<file path="src/rtl/dmc_pkg.sv">
package dmc_pkg;

   localparam int unsigned RATE_W = 4;
   localparam int unsigned MAX_RATE_CYCLES = 428;
   localparam int unsigned MIN_RATE_CYCLES = 54;

   // Clock cycles between timer ticks for each rate index.
   function automatic int unsigned rate_cycles(input logic [RATE_W-1:0] idx);
      case (idx)
         4'd0:    return 428;
         4'd1:    return 380;
         4'd2:    return 340;
         4'd3:    return 320;
         4'd4:    return 286;
         4'd5:    return 254;
         4'd6:    return 226;
         4'd7:    return 214;
         4'd8:    return 190;
         4'd9:    return 160;
         4'd10:   return 142;
         4'd11:   return 128;
         4'd12:   return 106;
         4'd13:   return 84;
         4'd14:   return 72;
         default: return 54;
      endcase
   endfunction

endpackage

</file>
<file path="src/rtl/dmc_rate_timer.sv">
module dmc_rate_timer #(
   parameter int TIMER_W = 9
) (
   input  logic                       clk,
   input  logic                       rst_n,
   input  logic [dmc_pkg::RATE_W-1:0] rate_idx,
   output logic                       tick
);
   localparam logic [TIMER_W-1:0] PRELOAD =
      TIMER_W'(dmc_pkg::rate_cycles('0) - 1);

   logic [TIMER_W-1:0] count_q;
   logic [TIMER_W-1:0] reload;

   assign reload = TIMER_W'(dmc_pkg::rate_cycles(rate_idx) - 1);
   assign tick   = (count_q == '0);

   always_ff @(posedge clk or negedge rst_n) begin
      if (!rst_n) begin
         count_q <= PRELOAD;
      end else if (tick) begin
         count_q <= reload;
      end else begin
         count_q <= count_q - 1'b1;
      end
   end
endmodule

</file>
<file path="src/rtl/dmc_bit_shifter.sv">
module dmc_bit_shifter #(
   parameter int BYTE_W = 8
) (
   input  logic              clk,
   input  logic              rst_n,
   input  logic              tick,
   input  logic              msb_first,
   input  logic              buf_full,
   input  logic [BYTE_W-1:0] buf_data,
   output logic              bit_valid,
   output logic              bit_val,
   output logic              consume
);
   localparam int CNT_W = $clog2(BYTE_W + 1);
   localparam logic [CNT_W-1:0] FULL_COUNT = CNT_W'(BYTE_W);

   logic [BYTE_W-1:0] shreg_q;
   logic [CNT_W-1:0]  left_q;
   logic              silent_q;
   logic              consume_q;
   logic [BYTE_W-1:0] shreg_next;

   assign bit_valid = tick && !silent_q;
   assign bit_val   = msb_first ? shreg_q[BYTE_W-1] : shreg_q[0];
   assign consume   = consume_q;

   always_comb begin
      if (msb_first) shreg_next = {shreg_q[BYTE_W-2:0], 1'b0};
      else           shreg_next = {1'b0, shreg_q[BYTE_W-1:1]};
   end

   always_ff @(posedge clk or negedge rst_n) begin
      if (!rst_n) begin
         shreg_q   <= '0;
         left_q    <= FULL_COUNT;
         silent_q  <= 1'b1;
         consume_q <= 1'b0;
      end else begin
         consume_q <= 1'b0;
         if (tick) begin
            if (!silent_q) shreg_q <= shreg_next;
            if (left_q == CNT_W'(1)) begin
               left_q <= FULL_COUNT;
               if (buf_full) begin
                  silent_q  <= 1'b0;
                  shreg_q   <= buf_data;
                  consume_q <= 1'b1;
               end else begin
                  silent_q  <= 1'b1;
               end
            end else begin
               left_q <= left_q - 1'b1;
            end
         end
      end
   end
endmodule

</file>
<file path="src/rtl/dmc_level_acc.sv">
module dmc_level_acc #(
   parameter int LEVEL_W = 7,
   parameter int BYTE_W  = 8,
   parameter int STEP    = 2
) (
   input  logic               clk,
   input  logic               rst_n,
   input  logic               step_en,
   input  logic               step_up,
   input  logic               load_en,
   input  logic [BYTE_W-1:0]  load_val,
   output logic [LEVEL_W-1:0] level
);
   localparam int LVL_MAX = (2 ** LEVEL_W) - 1;
   localparam logic [LEVEL_W-1:0] UP_LIMIT = LEVEL_W'(LVL_MAX - STEP);
   localparam logic [LEVEL_W-1:0] STEP_V   = LEVEL_W'(STEP);
   localparam logic [BYTE_W-1:0]  LOAD_MASK = BYTE_W'(LVL_MAX);

   logic [LEVEL_W-1:0] level_q;

   assign level = level_q;

   always_ff @(posedge clk or negedge rst_n) begin
      if (!rst_n) begin
         level_q <= '0;
      end else if (load_en) begin
         level_q <= LEVEL_W'(load_val & LOAD_MASK);
      end else if (step_en) begin
         if (step_up) begin
            if (level_q <= UP_LIMIT) level_q <= level_q + STEP_V;
         end else begin
            if (level_q >= STEP_V) level_q <= level_q - STEP_V;
         end
      end
   end
endmodule

</file>
<file path="src/rtl/dmc_output_unit.sv">
module dmc_output_unit #(
   parameter int LEVEL_W = 7,
   parameter int BYTE_W  = 8,
   parameter int TIMER_W = 9,
   parameter int STEP    = 2
) (
   input  logic                       clk,
   input  logic                       rst_n,
   input  logic [dmc_pkg::RATE_W-1:0] rate_idx,
   input  logic                       msb_first,
   input  logic                       buf_full,
   input  logic [BYTE_W-1:0]          buf_data,
   input  logic                       dload_we,
   input  logic [BYTE_W-1:0]          dload_val,
   output logic [LEVEL_W-1:0]         level,
   output logic                       buf_taken,
   output logic                       fetch_req
);
   localparam int TIMER_NEED = $clog2(dmc_pkg::MAX_RATE_CYCLES);

   generate
      if (TIMER_W < TIMER_NEED) begin : g_bad_timer_w
         $error("TIMER_W too narrow for the longest period");
      end
      if (LEVEL_W > BYTE_W) begin : g_bad_level_w
         $error("LEVEL_W must not exceed BYTE_W");
      end
      if (STEP < 1 || STEP >= (2 ** LEVEL_W)) begin : g_bad_step
         $error("STEP out of range for LEVEL_W");
      end
   endgenerate

   logic tick;
   logic bit_valid;
   logic bit_val;
   logic consume;

   dmc_rate_timer #(.TIMER_W(TIMER_W)) u_timer (
      .clk      (clk),
      .rst_n    (rst_n),
      .rate_idx (rate_idx),
      .tick     (tick)
   );

   dmc_bit_shifter #(.BYTE_W(BYTE_W)) u_shift (
      .clk       (clk),
      .rst_n     (rst_n),
      .tick      (tick),
      .msb_first (msb_first),
      .buf_full  (buf_full),
      .buf_data  (buf_data),
      .bit_valid (bit_valid),
      .bit_val   (bit_val),
      .consume   (consume)
   );

   dmc_level_acc #(.LEVEL_W(LEVEL_W), .BYTE_W(BYTE_W), .STEP(STEP)) u_level (
      .clk      (clk),
      .rst_n    (rst_n),
      .step_en  (bit_valid),
      .step_up  (bit_val),
      .load_en  (dload_we),
      .load_val (dload_val),
      .level    (level)
   );

   assign buf_taken = consume;
   assign fetch_req = consume;
endmodule

</file>
<file path="config.mk">
export PLATFORM = sky130hd
export DESIGN_NAME = dmc_output_unit
export DESIGN_NICKNAME = d
export VERILOG_FILES = /design/src/rtl/dmc_pkg.sv /design/src/rtl/dmc_rate_timer.sv /design/src/rtl/dmc_bit_shifter.sv /design/src/rtl/dmc_level_acc.sv /design/src/rtl/dmc_output_unit.sv
export SDC_FILE = /design/constraint.sdc
export NUM_CORES = 1
export LEC_CHECK = 0
export BUFFER_PORTS_ARGS = -buffer_cell sky130_fd_sc_hd__buf_2
export CAP_MARGIN = 40
export CORE_UTILIZATION = 33
export DETAILED_ROUTE_END_ITERATION = 12
export PLACE_DENSITY = 0.58
export SYNTH_ARGS = -nofsm -noshare
export SYNTH_HDL_FRONTEND = slang
export SYNTH_SLANG_ARGS = --single-unit
</file>
<file path="constraint.sdc">
create_clock -name clk -period 5.6 [get_ports clk]
set_clock_uncertainty 0.1 [all_clocks]
set_input_delay 0.56 -clock clk [delete_from_list [all_inputs] [get_ports clk]]
set_output_delay 0.56 -clock clk [all_outputs]
set_load 0.05 [all_outputs]
</file>
# Word level (Yosys, flattened, before mapping)
# Memories as Yosys holds them, arrays and structs flattened.
# Cells that the tools add are included.
# word_totals
mem_bits_ro	128
out_inout_bits	9
register_bits	30
n_memories	1
inputBits	25
elab_cells	39
# memory_table
memory	depth	word_bits	read_ports	rd_ports_with_merged_regs	write_ports	line	source
(no name shown)	16	8	1	0	0	dmc_pkg.sv:9	case (idx)
# classes
eq_ne	2
n_addsub	5
n_reduce_logical	7
magnitude_cmp	2
mux	16
# op_table
cell	n
7-bit 2-to-1 mux	5
8-bit 2-to-1 mux	4
9-bit by 1-bit subtractor with 9-bit output, second input constant	2
9-bit zero test	1
9-bit 2-to-1 mux	1
7-bit by 2-bit adder with 7-bit output, second input constant	1
7-bit by 2-bit greater-or-equal comparator with 1-bit output, second input constant	1
7-bit less-or-equal comparator, second input constant	1
7-bit by 2-bit subtractor with 7-bit output, second input constant	1
1-bit 2-to-1 mux	5
4-bit by 1-bit equality test with 1-bit output, second input constant	1
4-bit 2-to-1 mux	1
4-bit by 1-bit subtractor with 4-bit output, second input constant	1
3-bit by 2-bit inequality test with 1-bit output, second input constant	1
3-bit AND reduction	1
3-bit nonzero test	1
2-bit AND reduction	1
2-bit nonzero test	1
1-bit logical AND	1
1-bit zero test	1

# Depth between registers and ports, before layout
# depth
ltp_word	5
depth_mapped	9
depth_no_buf	8

# Hierarchy
# Synthesis repeated with hierarchy kept, for this count alone.
# unflattened
hier_cells	241
hier_area_um2	2327.2
# modules_own_cells
mod	seq_area_each_um2	cells_each	area_each_um2	n_inst
dmc_bit_shifter	352.8	76	892.1	1
dmc_rate_timer	232.7	103	882.1	1
dmc_level_acc	175.2	61	545.5	1
dmc_output_unit	0.0	1	7.5	1

# Worst setup path after synthesis
# No wires, ideal clock.
# synth_path
kind	input-to-reg
startpoint	in rate_idx[0] (netlist bit)
endpoint	reg u_timer.count_q[7]
t_required_ps	5423
t_arrival_ps	2166
stages	6
setup_ps	77
path_slack_ps	3257
path_cell_list	inv_1 ha_1 mux4_2 nor4_1 nand3_1 a31oi_1
# synth_via
elab_chain_cells	3
# synth_lines
element	line	source
start: declaration	dmc_output_unit.sv:9	input logic [dmc_pkg::RATE_W-1:0] rate_idx,
memory 16 x 8 bit	--	
9-bit by 1-bit subtractor with 9-bit output	dmc_rate_timer.sv:15	assign reload = TIMER_W'(dmc_pkg::rate_cycles(rate_idx) - 1);
9-bit 2-to-1 mux	dmc_rate_timer.sv:21	end else if (tick) begin
end signal: assignment	dmc_rate_timer.sv:22	count_q <= reload;
end signal: assignment	dmc_rate_timer.sv:24	count_q <= count_q - 1'b1;
end: declaration	dmc_rate_timer.sv:12	logic [TIMER_W-1:0] count_q;
# Every way passes these cells.
# A chain may end at the register's enable or synchronous reset.

# Worst setup path after layout
# layout_path
startpoint	reg u_timer.count_q[0]
endpoint	reg u_shift.shreg_q[4]
# layout_via
elab_chain_cells	1
# layout_lines
element	line	source
9-bit zero test	dmc_rate_timer.sv:16	assign tick = (count_q == '0);
end signal: assignment	dmc_bit_shifter.sv:41	if (!silent_q) shreg_q <= shreg_next;
end signal: assignment	dmc_bit_shifter.sv:46	shreg_q <= buf_data;
end: declaration	dmc_bit_shifter.sv:17	logic [BYTE_W-1:0] shreg_q;
# Every way passes these cells.

==> run metrics <==
status=completed; layout cells sized above 1=24.4%; Yosys reg bits=30; delay-heaviest family, CP=simple AND/OR/NAND/NOR gates; Switching Fraction=between 20% and 30%; cells after synthesis=approximately 230; clock latency on the worst-skew pair=between 0.2 and 0.3 ns; Max Clock Freq=between 400 and 500 MHz; Worst setup EP type=flop; DR DRC count=0; H-tree depth=2; ys flop type=dfrtp_1; starting density of the core=34.8%; arrival time at the worst endpoint=approximately 2.5 ns; Post-CTS Resized=0; clock power share=between 30% and 40%; post-DP HPWL=approximately 3300 microns; r2r startpoint=u_timer.count_q[0]; Placed Instances=325; Post-synth EDFFs=0; Startpoint Class=flop; first-pass GRT wire length=about 7700 microns; final setup vio count=0; Tmin final=approximately 2.4 ns; Post-Route WL=around 4400 microns; internal power=0.354 mW; CTS Hold Bufs=0; met3 Resource Use GR=3.22%; crit-path max cell delay=0.58 ns; Die X=approximately 80 microns; Port Buf Inserts=32; R2R setup slack=between 3 and 4 ns; GRT Total Usage=around 15%; CP Depth=7; P_sw=0.144 mW; Finished Core Util=39.7%; Tcrit/Tclk final=42.6%; Slew HR=~55%; Syn Nets=roughly 270; Worst VDD drop=slightly above 0.1 mV; TritonCTS Sinks=30; fin. max-slew vios=0; crit-path cells=inv_1 > ha_1 > nor4b_2 > nand2_1 > a21oi_1 > nor2_1 > a21oi_1; GR Layer Usage met1=20.3%; Core Area=6060 sq um; Setup TNS=0 ns; CTS tree=built; worst slew pin tran=0.677 ns; Slowest-stage cell, CP=a21oi_1; Avg Cell Area, Syn=between 9 and 10 sq um; mapped cell area=roughly 2100 sq um; final RePlAce weighted congestion=0.748; Via density=about 5.2; Bufs on Longest Clock Path=2; R2R cell count=7; Congestion Overflow GR=0; Comb power frac=about 18%; CTS buffer count=5; count of warnings emitted by yosys=0; Fin. Hold Viols=0; CP Max Fanout=10; RSZ-0062 raised after global routing=false; Power Density=around 210 nW/um^2; clock root cell=clkbuf_8; I/O pins=34; Starting DRT DRC Count=45; Non-Filler Instances=roughly 330; worst hold slack=~0.22 ns; routed vias=approximately 1700; critical path data required time=between 5 and 6 ns; CP dominant cell by count=a21oi_1; largest net degree at the start of global routing=31; Vert. Die Dim=between 80 and 90 microns; Area Growth Syn to Fin=14.0%; sequential share of power=46.3%; postcts setup bufs=0; Yosys cell types=just over 50; vias in the first global route=about 1700; register area share after synthesis=a little over a third; DRT Pass-1 Iters=4; Routed Antenna Nets=0; min-delay worst type=input pin to asynchronous set/reset pin; Crit path buffers/inverters=1; antenna cells=0; # nets final=between 200 and 300; crit path launch=u_timer.count_q[0]; met2 usage=23.6%; clock-pin slew on the worst setup and hold paths=about 0.070 ns; leakage power total=1.02 nW; async set or reset register ratio after synthesis=100%; die area=6720 sq um; # rows=28; total power draw=roughly 0.5 mW; capturing point of the worst reg2reg path=u_shift.shreg_q[4]; kind of critical path=flop to flop; routed len/inst=around 13 microns; gr busiest metal=met2; MaxCap Viol Count=0; crit path to=u_shift.shreg_q[4]; initial antenna violation count=0
how the worst min path moves through the flow:
stage                       startpoint                  to  slack [ns]
floorplan                        rst_n    u_level.level[0]        0.16
global placement    u_timer.count_q[0]  u_timer.count_q[0]        0.34
detailed placement  u_timer.count_q[0]  u_timer.count_q[0]        0.35
CTS                              rst_n  u_shift.shreg_q[0]        0.24
global route                     rst_n    u_level.level[0]        0.27
finish                           rst_n    u_level.level[0]        0.22
final cells by class:
cell class / instances / area (sq um)
clock buffer: 7 / 86.3
inverter: 12 / 45.0
fill: 653 / 3650
clock inverter: 1 / 5.00
timing repair buffer: 32 / 160
tap: 75 / 93.8
multi-input combinational: 176 / 1250
sequential: 30 / 761
state kept, by name (all words and copies together) (netlist names):
| register | flops |
|---|---|
| u_level.level | 7 |
| u_shift.consume | 1 |
| u_timer.count_q | 9 |
| u_shift.shreg_q | 8 |
| u_shift.silent_q | 1 |
| u_shift.left_q | 4 |
metrics by stage:
step	setup slack (ns)	cell area (sq um)
2_1_floorplan	3.26	2110
3_3_place_gp	2.97	2310
3_5_place_dp	2.94	2310
4_1_cts	3.23	2410
5_1_grt	2.83	2410
6_report	3.22	2410
synth_stat cells (2+ instances only):
master,instances,share of area [%]
dfrtp_1,22,26
nor2_1,22,3.9
a21oi_1,19,4.5
nand2_1,15,2.7
ha_1,14,8.3
inv_1,12,2.1
o21ai_0,12,2.8
o22ai_1,12,3.6
dfstp_2,8,10
mux2_2,8,4.3
xnor2_1,8,3.3
mux2i_1,7,3.3
clkbuf_1,6,1.1
a2bb2oi_1,4,1.7
a31oi_1,4,1.2
xor2_1,4,1.7
a21o_1,3,1.1
nand2b_1,3,0.89
nand3_1,3,0.71
nor3_1,3,0.71
nor3b_1,3,1.1
nor4_1,3,0.89
or3_1,3,0.89
and2_1,2,0.59
nor2b_1,2,0.59
cell families after synthesis:
family	count (synthesis)	synth area share [%]
muxes	17	9.37
AOI/OAI and AO/OA	63	19.1
and+or+nand+nor	70	17.7
adders and majority gates	14	8.30
buffers and inverters	22	4.50
DFF	30	36.0
xor gates and xnor gates	12	4.98
power groups by stage:
stage	logic, mW	registers [mW]	clock network [mW]
4_1_cts	0.0898	0.230	0.186
3_5_place_dp	0.0895	0.234	0
6_report	0.0887	0.230	0.178
2_1_floorplan	0.0478	0.248	0
3_3_place_gp	0.0884	0.234	0
5_1_grt	0.0994	0.232	0.196
metal layers:
| metal | vias up | routed length, microns |
|---|---|---|
| met2 | 37 | 1890 |
| met3 | 7 | 183 |
| met1 | 821 | 2270 |
| met4 | 0 | 77 |
| met5 | - | 0 |
| li1 | 880 | - |
cell usage in the layout (no fill, tap or decap), drive strengths merged, types with 3 or more instances in the layout:
cell type / count
a21o: 3
a21oi: 19
a2bb2oi: 4
a31oi: 4
buf: 32
clkbuf: 7
dfrtp: 22
dfstp: 8
ha: 14
inv: 12
mux2: 9
mux2i: 7
nand2: 15
nand2b: 3
nand3: 3
nor2: 22
nor3: 3
nor3b: 3
nor4: 4
o21ai: 12
o22ai: 12
or3: 3
xnor2: 8
xor2: 4
worst reg2reg max path: stages, from the launching register on:
cell and delay [ns]:
dfstp_2 0.38, inv_1 0.07, ha_1 0.29, nor4b_2 0.38, nand2_1 0.29, a21oi_1 0.58, nor2_1 0.08, a21oi_1 0.14
Power figures use the tool's default switching activity.
